$ cat src/rtl/eic_pkg.sv
package eic_pkg;

  localparam int REGS_PER_BANK = 6;
  localparam int BANK_W        = 32;

  typedef enum logic [2:0] {
    RG_IMASK  = 3'd0,
    RG_EMASK  = 3'd1,
    RG_RISE   = 3'd2,
    RG_FALL   = 3'd3,
    RG_SWTRIG = 3'd4,
    RG_PEND   = 3'd5
  } reg_sel_e;

  // request output count for a grouping choice
  function automatic int irq_count(bit compact);
    return compact ? 3 : 7;
  endfunction

  // request output index for a line, -1 when the line drives none
  function automatic int group_of(int line, bit compact);
    if (line > 15) return -1;
    if (compact) begin
      if (line < 2) return 0;
      if (line < 4) return 1;
      return 2;
    end
    if (line < 5)  return line;
    if (line < 10) return 5;
    return 6;
  endfunction

endpackage

$ cat src/rtl/eic_sync_edge.sv
module eic_sync_edge #(
  parameter int W = 8
) (
  input  logic         clk,
  input  logic         rst_n,
  input  logic [W-1:0] async_i,
  output logic [W-1:0] rise_o,
  output logic [W-1:0] fall_o
);

  logic [W-1:0] meta_q, sync_q, prev_q;

  always_ff @(posedge clk or negedge rst_n) begin
    if (!rst_n) begin
      meta_q <= '0;
      sync_q <= '0;
      prev_q <= '0;
    end else begin
      meta_q <= async_i;
      sync_q <= meta_q;
      prev_q <= sync_q;
    end
  end

  assign rise_o = sync_q & ~prev_q;
  assign fall_o = ~sync_q & prev_q;

endmodule

$ cat src/rtl/eic_bank.sv
module eic_bank
  import eic_pkg::*;
#(
  parameter int BL = 32
) (
  input  logic          clk,
  input  logic          rst_n,
  input  logic          we_i,
  input  reg_sel_e      sel_i,
  input  logic [BL-1:0] wdata_i,
  input  logic [BL-1:0] rise_i,
  input  logic [BL-1:0] fall_i,
  output logic [31:0]   rdata_o,
  output logic [BL-1:0] pend_o,
  output logic [BL-1:0] imask_o,
  output logic [BL-1:0] emask_o,
  output logic [BL-1:0] trig_o,
  output logic [BL-1:0] evt_o
);

  logic [BL-1:0] imask_q, emask_q, rsel_q, fsel_q, sw_q, pend_q;
  logic [BL-1:0] trig, sw_set, pend_clr, pend_set;

  assign trig     = (rise_i & rsel_q) | (fall_i & fsel_q);
  assign sw_set   = (we_i && sel_i == RG_SWTRIG) ? (wdata_i & imask_q) : '0;
  assign pend_clr = (we_i && sel_i == RG_PEND) ? wdata_i : '0;
  assign pend_set = (trig & imask_q) | sw_set;

  always_ff @(posedge clk or negedge rst_n) begin
    if (!rst_n) begin
      imask_q <= '0;
      emask_q <= '0;
      rsel_q  <= '0;
      fsel_q  <= '0;
      sw_q    <= '0;
      pend_q  <= '0;
    end else begin
      if (we_i) begin
        case (sel_i)
          RG_IMASK: imask_q <= wdata_i;
          RG_EMASK: emask_q <= wdata_i;
          RG_RISE:  rsel_q  <= wdata_i;
          RG_FALL:  fsel_q  <= wdata_i;
          default:  ;
        endcase
      end
      // a set in the same cycle as a clear wins
      pend_q <= pend_set | (pend_q & ~pend_clr);
      sw_q   <= sw_set | (sw_q & ~pend_clr);
    end
  end

  always_comb begin
    case (sel_i)
      RG_IMASK:  rdata_o = 32'(imask_q);
      RG_EMASK:  rdata_o = 32'(emask_q);
      RG_RISE:   rdata_o = 32'(rsel_q);
      RG_FALL:   rdata_o = 32'(fsel_q);
      RG_SWTRIG: rdata_o = 32'(sw_q);
      RG_PEND:   rdata_o = 32'(pend_q);
      default:   rdata_o = '0;
    endcase
  end

  assign pend_o  = pend_q;
  assign imask_o = imask_q;
  assign emask_o = emask_q;
  assign trig_o  = trig;
  assign evt_o   = trig & emask_q;

endmodule

$ cat src/rtl/eic_irq_map.sv
module eic_irq_map
  import eic_pkg::*;
#(
  parameter int NL      = 40,
  parameter bit COMPACT = 1'b0,
  parameter int NIRQ    = 7
) (
  input  logic [NL-1:0]   act_i,
  output logic [NIRQ-1:0] irq_o
);

  for (genvar g = 0; g < NIRQ; g++) begin : g_irq
    logic [NL-1:0] member;
    for (genvar l = 0; l < NL; l++) begin : g_ln
      assign member[l] = (group_of(l, COMPACT) == g);
    end
    assign irq_o[g] = |(act_i & member);
  end

endmodule

$ cat src/rtl/edge_irq_ctrl.sv
module edge_irq_ctrl
  import eic_pkg::*;
#(
  parameter  int NUM_LINES   = 40,
  parameter  bit COMPACT_MAP = 1'b0,
  parameter  int ADDR_W      = 4,
  localparam int NUM_IRQ     = irq_count(COMPACT_MAP)
) (
  input  logic                 clk,
  input  logic                 rst_n,
  input  logic [NUM_LINES-1:0] lines_i,
  input  logic [ADDR_W-1:0]    reg_addr,
  input  logic                 reg_we,
  input  logic [31:0]          reg_wdata,
  output logic [31:0]          reg_rdata,
  output logic [NUM_IRQ-1:0]   irq_o,
  output logic [NUM_LINES-1:0] evt_o
);

  localparam int NUM_BANKS = (NUM_LINES + BANK_W - 1) / BANK_W;
  localparam int LW        = NUM_BANKS * BANK_W;
  localparam int NUM_WORDS = NUM_BANKS * REGS_PER_BANK;

  logic [NUM_LINES-1:0] rise, fall, act_l, emask_l;
  logic [LW-1:0]        pend_w, imask_w, trig_w;
  logic [31:0]          rd_part [NUM_BANKS];
  int unsigned          bank_idx;
  logic [2:0]           sel;
  logic                 addr_ok;

  eic_sync_edge #(.W(NUM_LINES)) u_edge (
    .clk     (clk),
    .rst_n   (rst_n),
    .async_i (lines_i),
    .rise_o  (rise),
    .fall_o  (fall)
  );

  always_comb begin
    bank_idx = 32'(reg_addr) / REGS_PER_BANK;
    sel      = 3'(32'(reg_addr) % REGS_PER_BANK);
    addr_ok  = 32'(reg_addr) < NUM_WORDS;
  end

  for (genvar b = 0; b < NUM_BANKS; b++) begin : g_bank
    localparam int BL = (NUM_LINES - BANK_W * b > BANK_W) ? BANK_W : NUM_LINES - BANK_W * b;
    logic          we_b;
    logic [31:0]   rd_b;
    logic [BL-1:0] pend_b, imask_b, emask_b, trig_b, evt_b;

    assign we_b = reg_we && addr_ok && (bank_idx == b);

    eic_bank #(.BL(BL)) u_bank (
      .clk     (clk),
      .rst_n   (rst_n),
      .we_i    (we_b),
      .sel_i   (reg_sel_e'(sel)),
      .wdata_i (reg_wdata[BL-1:0]),
      .rise_i  (rise[BANK_W*b +: BL]),
      .fall_i  (fall[BANK_W*b +: BL]),
      .rdata_o (rd_b),
      .pend_o  (pend_b),
      .imask_o (imask_b),
      .emask_o (emask_b),
      .trig_o  (trig_b),
      .evt_o   (evt_b)
    );

    assign rd_part[b]                 = (addr_ok && bank_idx == b) ? rd_b : '0;
    assign evt_o[BANK_W*b +: BL]      = evt_b;
    assign act_l[BANK_W*b +: BL]      = pend_b & imask_b;
    assign emask_l[BANK_W*b +: BL]    = emask_b;
    assign pend_w[BANK_W*b +: BANK_W]  = 32'(pend_b);
    assign imask_w[BANK_W*b +: BANK_W] = 32'(imask_b);
    assign trig_w[BANK_W*b +: BANK_W]  = 32'(trig_b);
  end

  always_comb begin
    reg_rdata = '0;
    for (int b = 0; b < NUM_BANKS; b++) reg_rdata = reg_rdata | rd_part[b];
  end

  eic_irq_map #(.NL(NUM_LINES), .COMPACT(COMPACT_MAP), .NIRQ(NUM_IRQ)) u_map (
    .act_i (act_l),
    .irq_o (irq_o)
  );

endmodule

$ cat config.mk
export PLATFORM = sky130hd
export DESIGN_NAME = edge_irq_ctrl
export DESIGN_NICKNAME = d
export VERILOG_FILES = /design/src/rtl/eic_pkg.sv /design/src/rtl/eic_sync_edge.sv /design/src/rtl/eic_bank.sv /design/src/rtl/eic_irq_map.sv /design/src/rtl/edge_irq_ctrl.sv
export SDC_FILE = /design/constraint.sdc
export NUM_CORES = 1
export LEC_CHECK = 0
export ABC_AREA = 1
export ABC_CLOCK_PERIOD_IN_PS = 1900
export BUFFER_PORTS_ARGS = -buffer_cell sky130_fd_sc_hd__buf_2
export CELL_PAD_IN_SITES_DETAIL_PLACEMENT = 0
export CELL_PAD_IN_SITES_GLOBAL_PLACEMENT = 1
export CORE_MARGIN = 1.5
export CORE_UTILIZATION = 40
export CTS_CLUSTER_DIAMETER = 150
export DETAILED_ROUTE_END_ITERATION = 6
export PLACE_DENSITY = 0.75
export RECOVER_POWER = 50
export SLEW_MARGIN = 20
export SYNTH_ARGS = -nofsm -noshare
export SYNTH_HDL_FRONTEND = slang
export SYNTH_SLANG_ARGS = --single-unit
$ cat constraint.sdc
create_clock -name clk -period 1.9 [get_ports clk]
set_clock_uncertainty 0.1 [all_clocks]
set_input_delay 0.19 -clock clk [delete_from_list [all_inputs] [get_ports clk]]
set_output_delay 0.19 -clock clk [all_outputs]
set_load 0.005 [all_outputs]
==> results.md, run 1 <==
* Total Die Area at 0.0399 mm2
* Critical path buffer and inverter count at 5
* Area growth, synth to finish at 34.1%
* Wirelength, routed at about 48 mm
* Share of cells above drive strength 1 at 23.1%
* Slew margin rel. at about 2.0%
* Post-Synth Adder-Cell Area at less than 1%
* YS warnings at 0
* WS Path Type: in2out
* Finished Cell Area at around 0.021 mm2
* Tcrit/Tclk final at 126%
* Final HPWL DP at roughly 32 mm
* Clock power share at 34.4%
* Critical path launch point type: input port
* Worst-Margin Slew at ~1.5 ns
* Switch share at a little under a third
* Main synth FF type: dfrtp_1
* Htree depth at 2
* Crit path capture type: output port
* # diodes at 0
* Failing checks: negative setup slack
* RePlAce Congestion at around 0.83
* Mux contribution to synthesized area at 0%
* Core area at 0.0378 mm2
* Leakage power at a little over 0.01 uW
* P_int at roughly 16000 uW
* Clk sinks at 360
* Register area share after synthesis at just under 60%
* Most frequent cells in the layout: 423 x nand2_1, 359 x dfrtp_1, 199 x inv_1, 185 x o21ai_1, 150 x buf_2
* Fin crit period at around 2.4 ns
* Largest net degree at the start of global routing at 64
* PortBufs at about 160
* Initial DRC count at about 880
* Area fraction in compound gates after synthesis at around 14%
* Synth Instances at around 1800
* Crit path cell chain: buf_12 > inv_16 > nor2_4 > ha_4 > a21oi_4 > nand2_2 > nand2_4 > nand2_8 > nor2_4 > buf_6 > buf_12 > nand2_2 > nand2_1 > nor2_1 > a21oi_2 > buf_2
* Die Height at 200 um
* # DRC at 0
* Initial antenna violation count at 0
* VDD IR max at 0.000584 V
* Pre-CTS setup slack at -0.586 ns
* EDFF count, synth at 0
* RSZ-0062 raised after global routing: true
* First-pass GRT wire length at 74.2 mm
* Worst-skew pair later-pin latency at 0.56 ns
* TNS Setup at -14.02 ns
* Sw Pwr at approximately 7400 uW
* Number of global-route vias before repair at between 10000 and 15000
* Commonest non-fill, non-tap cell in the layout: nand2_1
* Hold crit path type: in2reg
* Worst setup margin at -0.497 ns
* Hold Crit Depth at 2
* Antenna Nets Post-Route at 0
* Global route total overflow at 0
* Initial Utilization at around two fifths
* Initial DRT Pass Iterations at 5
* Async SR Flop Fraction at 100%
* Inserted Clock Buffers at 40
* Slowest stage cell on the critical path: a21oi_4
* Clock slew at reported path FFs at roughly 0.060 ns
* Worst path top cell family by delay: simple AND/OR/NAND/NOR gates
* Row count at between 70 and 80
* Status: complete, but fails checks
* Post-synthesis xor/xnor area fraction at 0%
* PwrDens at about 1100 mW/mm2
* Synth unique cells at 33
* DR WL/cell at ~18 um
* Maximum clock frequency at roughly 420 MHz
* Via/cell ratio at a little over 5
* Mapped Area at 0.0155 mm2
* Mapped Avg Cell Area at 8.71 um2
* Seq pwr share at approximately 45%
* Post-synthesis register bit count at 360
* DR vias at between 10000 and 15000
* Simple-gate share of the synthesized area at roughly a fifth
* Setup violators final at 33
* Die width at approximately 200 um
* CP Max Fanout at 7
* Synth Net Count at between 1500 and 2000
* Root Driver: clkbuf_16
* Post-DP Area at approximately 0.018 mm2
* Gr usage total at 24.4%
* Crit-path max cell delay at approximately 0.23 ns
* Reg2reg setup slack at approximately 0.68 ns
* Clock Path Buffers at 3
* # IOs at approximately 160
* Crit path depth at 16
* Required @ worst endpoint at between 1.5 and 2 ns
* Reg2reg path depth at 4
* Slew Limit Fails at 0
* Final Hold Fails at 0
* Max-Cap Viols at 0
* Largest family of logic cells by synthesized area: simple AND/OR/NAND/NOR gates
* Nets@finish at ~2200
* Critical path arrival at 2.11 ns
* CTS tree: done
* Combinational share of power at about a fifth
## worst reg2reg max path, stage by stage, from the launching register on
cell and delay, ns:
dfrtp_1 0.39, nor3b_2 0.16, a31oi_1 0.22, buf_4 0.15
o211ai_1 0.07
## cell families after synthesis
logic type / after synthesis
and+or+nand+nor: 717
AOI/OAI and AO/OA: 405
adders and majority gates: 1
buffers and inverters: 294
DFF: 360
## final timing paths
path / start / end
max: reg_addr[2] / reg_rdata[22]
min: lines_i[32] / u_edge.meta_q[32]
max reg2reg: g_bank[0].u_bank.fsel_q[0] / g_bank[0].u_bank.pend_o[0]
min reg2reg: u_edge.meta_q[29] / u_edge.sync_q[29]
max in group asynchronous: rst_n / g_bank[0].u_bank.emask_o[0]
min in group asynchronous: rst_n / u_edge.meta_q[27]
## metal layers
layer,routed length [um],track usage (%)
met1,21600,34.0
met2,22600,38.6
met3,2930,3.98
met4,1360,8.91
met5,0,0
## layout make-up
class | instances | area (um2)
sequential | 360 | 9010
clock buffer | 51 | 1090
fill | 3513 | 17100
inverter | 212 | 815
multi-input combinational | 1124 | 5800
tap | 511 | 639
clock inverter | 22 | 285
timing repair buffer | 363 | 3110
## state kept, by name (all words and copies together), names as in the netlist
name	flops
g_bank.u_bank.emask_o	40
g_bank.u_bank.fsel_q	40
g_bank.u_bank.imask_o	40
g_bank.u_bank.pend_o	40
g_bank.u_bank.rsel_q	40
g_bank.u_bank.sw_q	40
u_edge.meta_q	40
u_edge.prev_q	40
u_edge.sync_q	40
## power groups by stage
stage | combinational (uW) | clock (uW) | sequential [uW]
detailed placement | 4340 | 0 | 10700
global placement | 4260 | 0 | 10700
floorplan | 2740 | 0 | 10300
CTS | 4730 | 8330 | 10600
global route | 5570 | 8660 | 10900
finish | 4910 | 8190 | 10700
## stage by stage
step | util, % | cells | hold WS, ns | power, uW
floorplan | - | 1777 | -0.206 | 13100
CTS | 53.8 | 2629 | 0.0457 | 23700
global route | 54.8 | 2643 | 0.155 | 25200
global placement | 47.1 | 2463 | 0.0586 | 15000
finish | 54.8 | 2643 | 0.167 | 23800
detailed placement | 47.1 | 2463 | 0.0518 | 15100
## timing repair
action                                 CTS  global route
cloned                                   2             4
pin swaps                               30            36
hold buffers                            73             0
setup buffers                           18            12
gates resized for setup                 76           124
setup endpoints to repair               40            56
endpoints found under the hold margin  576             0
## synth_stat cells, types with 2 or more instances
cell / instances / area share, %
nand4_1: 53 / 2.1
nor2_4: 2 / 0.15
nand3_1: 77 / 2.5
clkbuf_1: 32 / 0.78
and3_1: 7 / 0.28
nor2_1: 76 / 1.8
nor3_1: 17 / 0.55
inv_2: 7 / 0.17
o21bai_1: 6 / 0.29
nand2_2: 11 / 0.44
o21ai_0: 176 / 5.7
dfrtp_1: 360 / 58
a21oi_1: 24 / 0.78
buf_2: 37 / 1.2
a31oi_1: 24 / 0.97
nor3b_1: 6 / 0.29
nor2_2: 7 / 0.28
o211ai_1: 24 / 1.2
buf_1: 5 / 0.12
nand3_2: 4 / 0.26
a22oi_1: 10 / 0.49
inv_1: 204 / 4.9
o21ai_1: 136 / 4.4
nand2_1: 455 / 11
a221oi_1: 2 / 0.11
buf_4: 8 / 0.39
No activity file was read; power rests on OpenSTA's default activity.
==> inputs of run 2 (changes only) <==
--- a/config.mk
+++ b/config.mk
@@ -5,16 +5,16 @@
 export SDC_FILE = /design/constraint.sdc
 export NUM_CORES = 1
 export LEC_CHECK = 0
-export ABC_AREA = 1
+export ABC_AREA = 0
 export ABC_CLOCK_PERIOD_IN_PS = 1900
 export BUFFER_PORTS_ARGS = -buffer_cell sky130_fd_sc_hd__buf_2
 export CELL_PAD_IN_SITES_DETAIL_PLACEMENT = 0
 export CELL_PAD_IN_SITES_GLOBAL_PLACEMENT = 1
-export CORE_MARGIN = 1.5
+export CORE_ASPECT_RATIO = 1.5
 export CORE_UTILIZATION = 40
 export CTS_CLUSTER_DIAMETER = 150
 export DETAILED_ROUTE_END_ITERATION = 6
-export PLACE_DENSITY = 0.75
+export PLACE_DENSITY = 0.7
 export RECOVER_POWER = 50
 export SLEW_MARGIN = 20
 export SYNTH_ARGS = -nofsm -noshare
==> run 2 against run 1 <==
  * The flow finishes with violations (max-capacitance violations, max-slew violations, negative setup slack)
  * Combinational power fell by 7.3%
  * Design area is 4.3% lower
  * Largest cell class unchanged
  * Total power down 5.3%
  * First-iteration DRC count shrank 15%
  * Clock-buffer cell count rose by 7
  * Clock power is 13% lower
==> results.md, run 2 <==
* Status: complete, but fails checks (unchanged)
* Failing checks: max-capacitance violations, max-slew violations, negative setup slack (was negative setup slack)
* Gr busiest metal: met2 (unchanged)
* Wirelength, routed at 42.4 mm (was 48.4 mm)
* Met3 GRT Util at 2.63% (was 3.98%)
* Inserted Clock Buffers at 38 (was 40)
* M2 GR Usage at 39.6% (was 38.6%)
* Initial DRT Pass Iterations at 5 (unchanged)
* PwrDens at 1140 mW/mm2 (was 1150 mW/mm2)
* Mapped Avg Cell Area at 13.3 um2 (was 8.71 um2)
* FF+latch area at 0.00901 mm2 (unchanged)
* Fin crit period at 2.50 ns (was 2.40 ns)
* Most frequent cells in the layout: 359 x dfrtp_1, 148 x buf_2, 85 x nand2_1, 69 x dlygate4sd3_1, 68 x mux2_1 (was 423 x nand2_1, 359 x dfrtp_1, 199 x inv_1, 185 x o21ai_1, 150 x buf_2)
* Clk sinks at 360 (unchanged)
* Area share of the largest cell type after synthesis at 59.3% (was 58.2%)
* Htree depth at 2 (unchanged)
* Initial Utilization at 40.4% (was 40.9%)
* VDD IR max at 0.000777 V (was 0.000584 V)
* Area growth, synth to finish at 30.8% (was 34.1%)
* Synth unique cells at 52 (was 33)
* Clock Path Buffers at 3 (unchanged)
* Synth top area cells: dfrtp_1 59%, mux2_1 7.8%, mux2_2 6.4% (was dfrtp_1 58%, nand2_1 11%, o21ai_0 5.7%)
* Max-Cap Viols at 1 (was 0)
* Worst-Margin Slew at 1.56 ns (was 1.47 ns)
* Number of global-route vias before repair at 11500 (was 13300)
* TNS Setup at -30.08 ns (was -14.02 ns)
* Post-synthesis register bit count at 360 (unchanged)
* First-pass GRT wire length at 66.0 mm (was 74.2 mm)
* Root Driver: clkbuf_16 (unchanged)
* Initial antenna violation count at 0 (unchanged)
* Setup violators final at 185 (was 33)
* Finished Core Util at 52.9% (was 54.8%)
* Antenna Nets Post-Route at 0 (unchanged)
* Core area at 0.0376 mm2 (was 0.0378 mm2)
* Post-DP Area at 0.0174 mm2 (was 0.0178 mm2)
* EDFF count, synth at 0 (unchanged)
* Worst setup margin at -0.598 ns (was -0.497 ns)
* CTS tree: done (unchanged)
* Commonest non-fill, non-tap cell in the layout: dfrtp_1 (was nand2_1)
* Top cells by count, synth: 360 x dfrtp_1, 105 x mux2_1, 86 x mux2_2, 86 x nand2_1, 50 x and2_1 (was 455 x nand2_1, 360 x dfrtp_1, 204 x inv_1)
* Slew Limit Fails at 48 (was 0)
* Leakage power at 0.00910 uW (was 0.0101 uW)
* CP Max Fanout at 10 (was 7)
* Worst-skew pair later-pin latency at 0.53 ns (was 0.56 ns)
* DR WL/cell at 21.5 um (was 18.3 um)
* Async SR Flop Fraction at 100% (unchanged)
* Nets@finish at 1534 (was 2181)
* Critical path launch point type: input port (unchanged)
* Pre-CTS setup slack at -0.736 ns (was -0.586 ns)
* Main synth FF type: dfrtp_1 (unchanged)
* # IOs at 158 (unchanged)
* Die Height at 241 um (was 200 um)
* Slew margin rel. at -3.85% (was 2.02%)
* Gr usage total at 22.0% (was 24.4%)
* Die width at 161 um (was 200 um)
* Most numerous cell in the Yosys netlist: dfrtp_1 (was nand2_1)
* Mapped Area at 0.0152 mm2 (was 0.0155 mm2)
* WS Path Type: in2out (unchanged)
* Initial DRC count at 747 (was 879)
* Critical path arrival at 2.21 ns (was 2.11 ns)
* YS warnings at 0 (unchanged)
* Clock slew at reported path FFs at 0.06 ns (about the same)
* Final HPWL DP at 27.6 mm (was 31.5 mm)
* Finished Cell Area at 0.0199 mm2 (was 0.0208 mm2)
* # diodes at 0 (unchanged)
* RSZ-0062 raised after global routing: true (unchanged)
* Hold crit path type: in2reg (unchanged)
* RePlAce Congestion at 0.813 (was 0.832)
* Required @ worst endpoint at 1.61 ns (about the same)
* Global route total overflow at 0 (unchanged)
* Tcrit/Tclk final at 131% (was 126%)
* Maximum clock frequency at 400 MHz (was 417 MHz)
* Largest net degree at the start of global routing at 73 (was 64)
* Share of cells above drive strength 1 at 32.8% (was 23.1%)
* PortBufs at 157 (unchanged)
* Via/cell ratio at 5.61 (was 5.15)
* # DRC at 0 (unchanged)
* Fillers at 3205 (was 3513)
* Synth Net Count at 1223 (was 1857)
* Synth area leader: dfrtp_1 (unchanged)
* Total power at 22500 uW (was 23800 uW)
* Register area share after synthesis at 59.3% (was 58.2%)
* Row count at 87 (was 71)
* Final Hold Fails at 0 (unchanged)
* Synth Instances at 1143 (was 1777)
* Total Die Area at 0.0388 mm2 (was 0.0399 mm2)
* GRT met1 Usage at 26.7% (was 34.0%)
* Area of the multi-input gates at 0.00617 mm2 (was 0.00580 mm2)
* DR vias at 11000 (was 13600)
* Crit path capture type: output port (unchanged)
-- run 2: cell count changes after synthesis, moves of 76 or more --
cell	change
nand3_1	-76
nand2_1	-369
mux2_2	+86
o21ai_1	-132
o21ai_0	-136
inv_1	-203
mux2_1	+105
-- run 2: timing repair --
item	4_1_cts	5_1_grt
gates resized for setup	77	35
hold endpoints to repair	524	0
pin swaps	19	12
setup buffers	10	8
gates cloned	5	3
setup endpoints to repair	135	220
hold buffers	69	0
-- run 2: layer usage --
layer	part of all wire [%]	up-vias	wire length, um
met4	3.1	0	1310
met5	0	-	0
met1	40	5679	17100
li1	-	4950	-
met3	4.3	88	1840
met2	52	316	22100
-- run 2: worst paths after layout --
| check | slack, ns | end | cells after the start | from |
|---|---|---|---|---|
| setup / recovery | -0.60 | reg_rdata[12] | 11 | reg_addr[2] |
| hold / removal | 0.02 | g_bank[0].u_bank.sw_q[3] | 3 | reg_wdata[3] |
| setup reg to reg | 0.71 | g_bank[0].u_bank.pend_o[2] | 4 | g_bank[0].u_bank.rsel_q[2] |
| hold reg to reg | 0.24 | u_edge.sync_q[5] | 0 | u_edge.meta_q[5] |
| max in group asynchronous | 0.03 | g_bank[0].u_bank.pend_o[11] | 3 | rst_n |
| min in group asynchronous | 0.49 | g_bank[0].u_bank.emask_o[23] | 2 | rst_n |
-- run 2: area by class of cell --
type                       instances  share of cell area (%)
clock buffer                      58                    5.74
inverter                           2                  0.0378
timing repair buffer             340                    14.5
multi-input combinational        712                    31.1
clock inverter                     6                   0.170
tap                              489                    3.08
sequential                       360                    45.4
-- run 2: where the power goes --
part | internal (uW) | switching [uW] | total (uW) | leakage, uW
registers | 9440 | 1450 | 10900 | 0.00430
logic | 2760 | 1790 | 4550 | 0.00422
clock network | 4120 | 2980 | 7100 | 0.000579
total | 16300 | 6220 | 22500 | 0.00910
-- run 2: logic make-up after synthesis --
logic type               count (synthesis)  share of synthesized area [%]
buffers and inverters                   71                           2.57
AO/OA/AOI/OAI                          306                           15.8
AND/OR/NAND/NOR                        212                           7.94
flip-flops                             360                           59.3
multiplexers                           193                           14.3
adder cells (fa/ha/maj)                  1                         0.0824
-- run 2: stage by stage --
step | hold slack [ns] | std cells
final | 0.0240 | 1967
after global routing | 0.0246 | 1967
after CTS | 0.00333 | 1962
after detailed placement | 0.0585 | 1815
after global placement | 0.0550 | 1815
after floorplan | -0.206 | 1143
-- run 2: critical path, stage by stage --
cell      delay, ns
buf_6          0.09
nor2b_4        0.12
ha_4           0.28
o21a_1         0.12
nor2_2         0.04
or2_4          0.29
buf_12         0.16
buf_12         0.15
a222oi_1       0.46
a21oi_1        0.13
buf_2          0.15
==> inputs of run 3 (changes only) <==
--- a/config.mk
+++ b/config.mk
@@ -6,15 +6,15 @@
 export NUM_CORES = 1
 export LEC_CHECK = 0
 export ABC_AREA = 0
-export ABC_CLOCK_PERIOD_IN_PS = 1900
+export ABC_CLOCK_PERIOD_IN_PS = 2170
 export BUFFER_PORTS_ARGS = -buffer_cell sky130_fd_sc_hd__buf_2
 export CELL_PAD_IN_SITES_DETAIL_PLACEMENT = 0
 export CELL_PAD_IN_SITES_GLOBAL_PLACEMENT = 1
 export CORE_ASPECT_RATIO = 1.5
-export CORE_UTILIZATION = 40
+export CORE_UTILIZATION = 44
 export CTS_CLUSTER_DIAMETER = 150
 export DETAILED_ROUTE_END_ITERATION = 6
-export PLACE_DENSITY = 0.7
+export PLACE_DENSITY = 0.76
 export RECOVER_POWER = 50
 export SLEW_MARGIN = 20
 export SYNTH_ARGS = -nofsm -noshare
==> constraint.sdc (replaced) <==
create_clock -name clk -period 2.17 [get_ports clk]
set_clock_uncertainty 0.1 [all_clocks]
set_input_delay 0.217 -clock clk [delete_from_list [all_inputs] [get_ports clk]]
set_output_delay 0.217 -clock clk [all_outputs]
set_load 0.005 [all_outputs]
==> run 3 against run 2 <==
  * The flow finishes with violations (design-rule violations, max-capacitance violations, max-slew violations, negative setup slack)
  * Final cell count decreased by 3.6%
  * Global-route usage increased by 2.0 points
  * Clock power decreased by 4.1%
  * Via count decreased by 0.97%
  * Utilization increased by 5.2 points
  * Worst hold slack got worse by 0.0028 ns
  * Critical path depth unchanged
  * Register-to-register slack improved by 0.24 ns
  * Sequential cell count unchanged
  * Largest cell class unchanged
  * Critical path type unchanged
==> results.md, run 3 (synthesis gave the netlist of run 2 again) <==
* Worst-skew pair later-pin latency at 0.55 ns (was 0.53 ns)
* Initial Utilization at 44.6% (was 40.4%)
* CP Max Fanout at 7 (was 10)
* M2 GR Usage at 42.5% (was 39.6%)
* VDD IR max at 0.000886 V (was 0.000777 V)
* Critical path arrival at 2.27 ns (was 2.21 ns)
* Max-Cap Viols at 1 (unchanged)
* Clk sinks at 360 (unchanged)
* Initial DRT Pass Iterations at 7 (was 5)
* Row count at 83 (was 87)
* RePlAce Congestion at 0.814 (was 0.813)
* Die Height at 230 um (was 241 um)
* Die width at 154 um (was 161 um)
* Initial DRC count at 831 (was 747)
* Fillers at 2749 (was 3205)
* Worst r2r src: g_bank[1].u_bank.rsel_q[6] (was g_bank[0].u_bank.rsel_q[2])
* Largest net degree at the start of global routing at 79 (was 73)
* Leakage power at 0.00910 uW (about the same)
* Critical path launch point type: input port (unchanged)
* Maximum clock frequency at between 300 and 400 MHz
* Tcrit/Tclk final at 119%
* Final HPWL DP at 27.2 mm (was 27.6 mm)
* # diodes at 0 (unchanged)
* Most frequent cells in the layout: 360 x dfrtp_1, 149 x buf_2, 86 x nand2_1, 80 x mux2_4, 72 x mux2_2 (was 359 x dfrtp_1, 148 x buf_2, 85 x nand2_1, 69 x dlygate4sd3_1, 68 x mux2_1)
* PwrDens at 1030 mW/mm2 (was 1140 mW/mm2)
* First-pass GRT wire length at 65.4 mm (was 66.0 mm)
* Status: complete, but fails checks (unchanged)
* Reg2reg setup slack at 0.95 ns (was 0.71 ns)
* Root Driver: clkbuf_16 (unchanged)
* Total power at 20400 uW (was 22500 uW)
* Antenna Nets Post-Route at 0 (unchanged)
* Fin crit period at approximately 2.6 ns
* Inserted Clock Buffers at 38 (unchanged)
* Clock Path Buffers at 3 (unchanged)
* GRT met1 Usage at 29.9% (was 26.7%)
* Gr usage total at 24.0% (was 22.0%)
* Critical Path Start: reg_addr[3] (was reg_addr[2])
* Finished Cell Area at 0.0198 mm2 (was 0.0199 mm2)
* Post-DP Area at 0.0176 mm2 (was 0.0174 mm2)
* Slew margin rel. at -5.45% (was -3.85%)
* # IOs at 158 (unchanged)
* RSZ-0062 raised after global routing: true (unchanged)
* Share of cells above drive strength 1 at 34.6% (was 32.8%)
* Core area at 0.0341 mm2 (was 0.0376 mm2)
* Final Hold Fails at 0 (unchanged)
* Gr busiest metal: met2 (unchanged)
* Setup violators final at 32 (was 185)
* DR WL/cell at 21.9 um (was 21.5 um)
* Via/cell ratio at 5.76 (was 5.61)
* DR vias at 10900 (was 11000)
* Slew Limit Fails at 52 (was 48)
* Htree depth at 2 (unchanged)
* Global route total overflow at 0 (unchanged)
* Initial antenna violation count at 0 (unchanged)
* CTS tree: done (unchanged)
* Failing checks: design-rule violations, max-capacitance violations, max-slew violations, negative setup slack (was max-capacitance violations, max-slew violations, negative setup slack)
* Total Die Area at 0.0353 mm2 (was 0.0388 mm2)
* Clock slew at reported path FFs at 0.06 ns (about the same)
* Nets@finish at 1523 (was 1534)
* Required @ worst endpoint at 1.85 ns (was 1.61 ns)
* Wirelength, routed at 41.5 mm (was 42.4 mm)
* Commonest non-fill, non-tap cell in the layout: dfrtp_1 (unchanged)
* Worst setup margin at -0.413 ns (was -0.598 ns)
* # DRC at 7 (was 0)
* Hold Path Origin: reg_wdata[5] (was reg_wdata[3])
* Number of global-route vias before repair at 11600 (was 11500)
* Met3 GRT Util at 2.89% (was 2.63%)
* Hold crit path type: in2reg (unchanged)
* WS Path Type: in2out (unchanged)
* Worst-Margin Slew at 1.58 ns (was 1.56 ns)
* Area growth, synth to finish at 30.4% (was 30.8%)
* PortBufs at 157 (unchanged)
* Crit path capture type: output port (unchanged)
## run 3: cell types whose count changed in the layout (fill, tap and decap cells not counted), moves of 6 or more
| cell | before | now |
|---|---|---|
| buf_4 | 61 | 52 |
| clkbuf_16 | 44 | 38 |
| mux2_1 | 68 | 39 |
| mux2_2 | 61 | 72 |
| mux2_4 | 62 | 80 |
| o21ai_0 | 28 | 40 |
| o21ai_1 | 11 | 1 |
## run 3: final timing paths
check                                             endpoint  cells after the start
worst max-delay path                          reg_rdata[5]                     11
worst min-delay path              g_bank[0].u_bank.sw_q[5]                      3
worst max register to register  g_bank[1].u_bank.pend_o[6]                      3
worst min register to register           u_edge.sync_q[36]                      0
max in group asynchronous        g_bank[0].u_bank.sw_q[18]                      3
min in group asynchronous       g_bank[1].u_bank.fsel_q[0]                      2
## run 3: through the flow
step                      hold slack [ns]  setup TNS, ns  instances  utilization, %  worst slack [ns]
after floorplan                    -0.179          -8.38       1143               -            -0.108
after global placement              0.101         -84.44       1748            51.6            -0.444
after detailed placement           0.0984         -88.34       1748            51.6            -0.458
after CTS                         0.00639         -10.65       1897            58.2            -0.402
after global routing               0.0327         -15.88       1897            58.1            -0.485
final                              0.0212         -10.51       1897            58.1            -0.413
## run 3: power by group
| group | internal [uW] | leakage, uW | switching [uW] |
|---|---|---|---|
| clock | 4090 | 0.000634 | 2720 |
| sequential | 8270 | 0.00430 | 1280 |
| combinational | 2450 | 0.00416 | 1570 |
| total | 14800 | 0.00910 | 5570 |
## run 3: critical path, cell delays in order
cell and delay (ns):
buf_8 0.10, nor2b_4 0.16, ha_4 0.24, or3b_4 0.37
a21oi_2 0.17, or2_4 0.22, buf_12 0.16, a222oi_1 0.09
a21oi_1 0.28, a21o_1 0.14, buf_2 0.11
## run 3: layout make-up
| cell class | count | area (um2) | share of cell area, % |
|---|---|---|---|
| clock buffer | 52 | 1070 | 5.42 |
| clock inverter | 17 | 243 | 1.23 |
| inverter | 2 | 7.51 | 0.0379 |
| multi-input combinational | 712 | 6220 | 31.4 |
| sequential | 360 | 9010 | 45.5 |
| tap | 425 | 532 | 2.69 |
| timing repair buffer | 329 | 2710 | 13.7 |
## run 3: repair_timing
action / CTS / global route
endpoints found under the hold margin: 405 / 0
resized for setup: 33 / 8
setup endpoints to repair: 32 / 41
hold buffers: 68 / 0
cloned: 1 / 0
buffers inserted: 11 / 1
pin swaps: 32 / 13
## run 3: metal layers
| metal | up-vias | share of wire [%] |
|---|---|---|
| met5 | - | 0 |
| li1 | 4933 | - |
| met1 | 5613 | 41 |
| met3 | 76 | 4.0 |
| met4 | 0 | 3.0 |
| met2 | 304 | 52 |
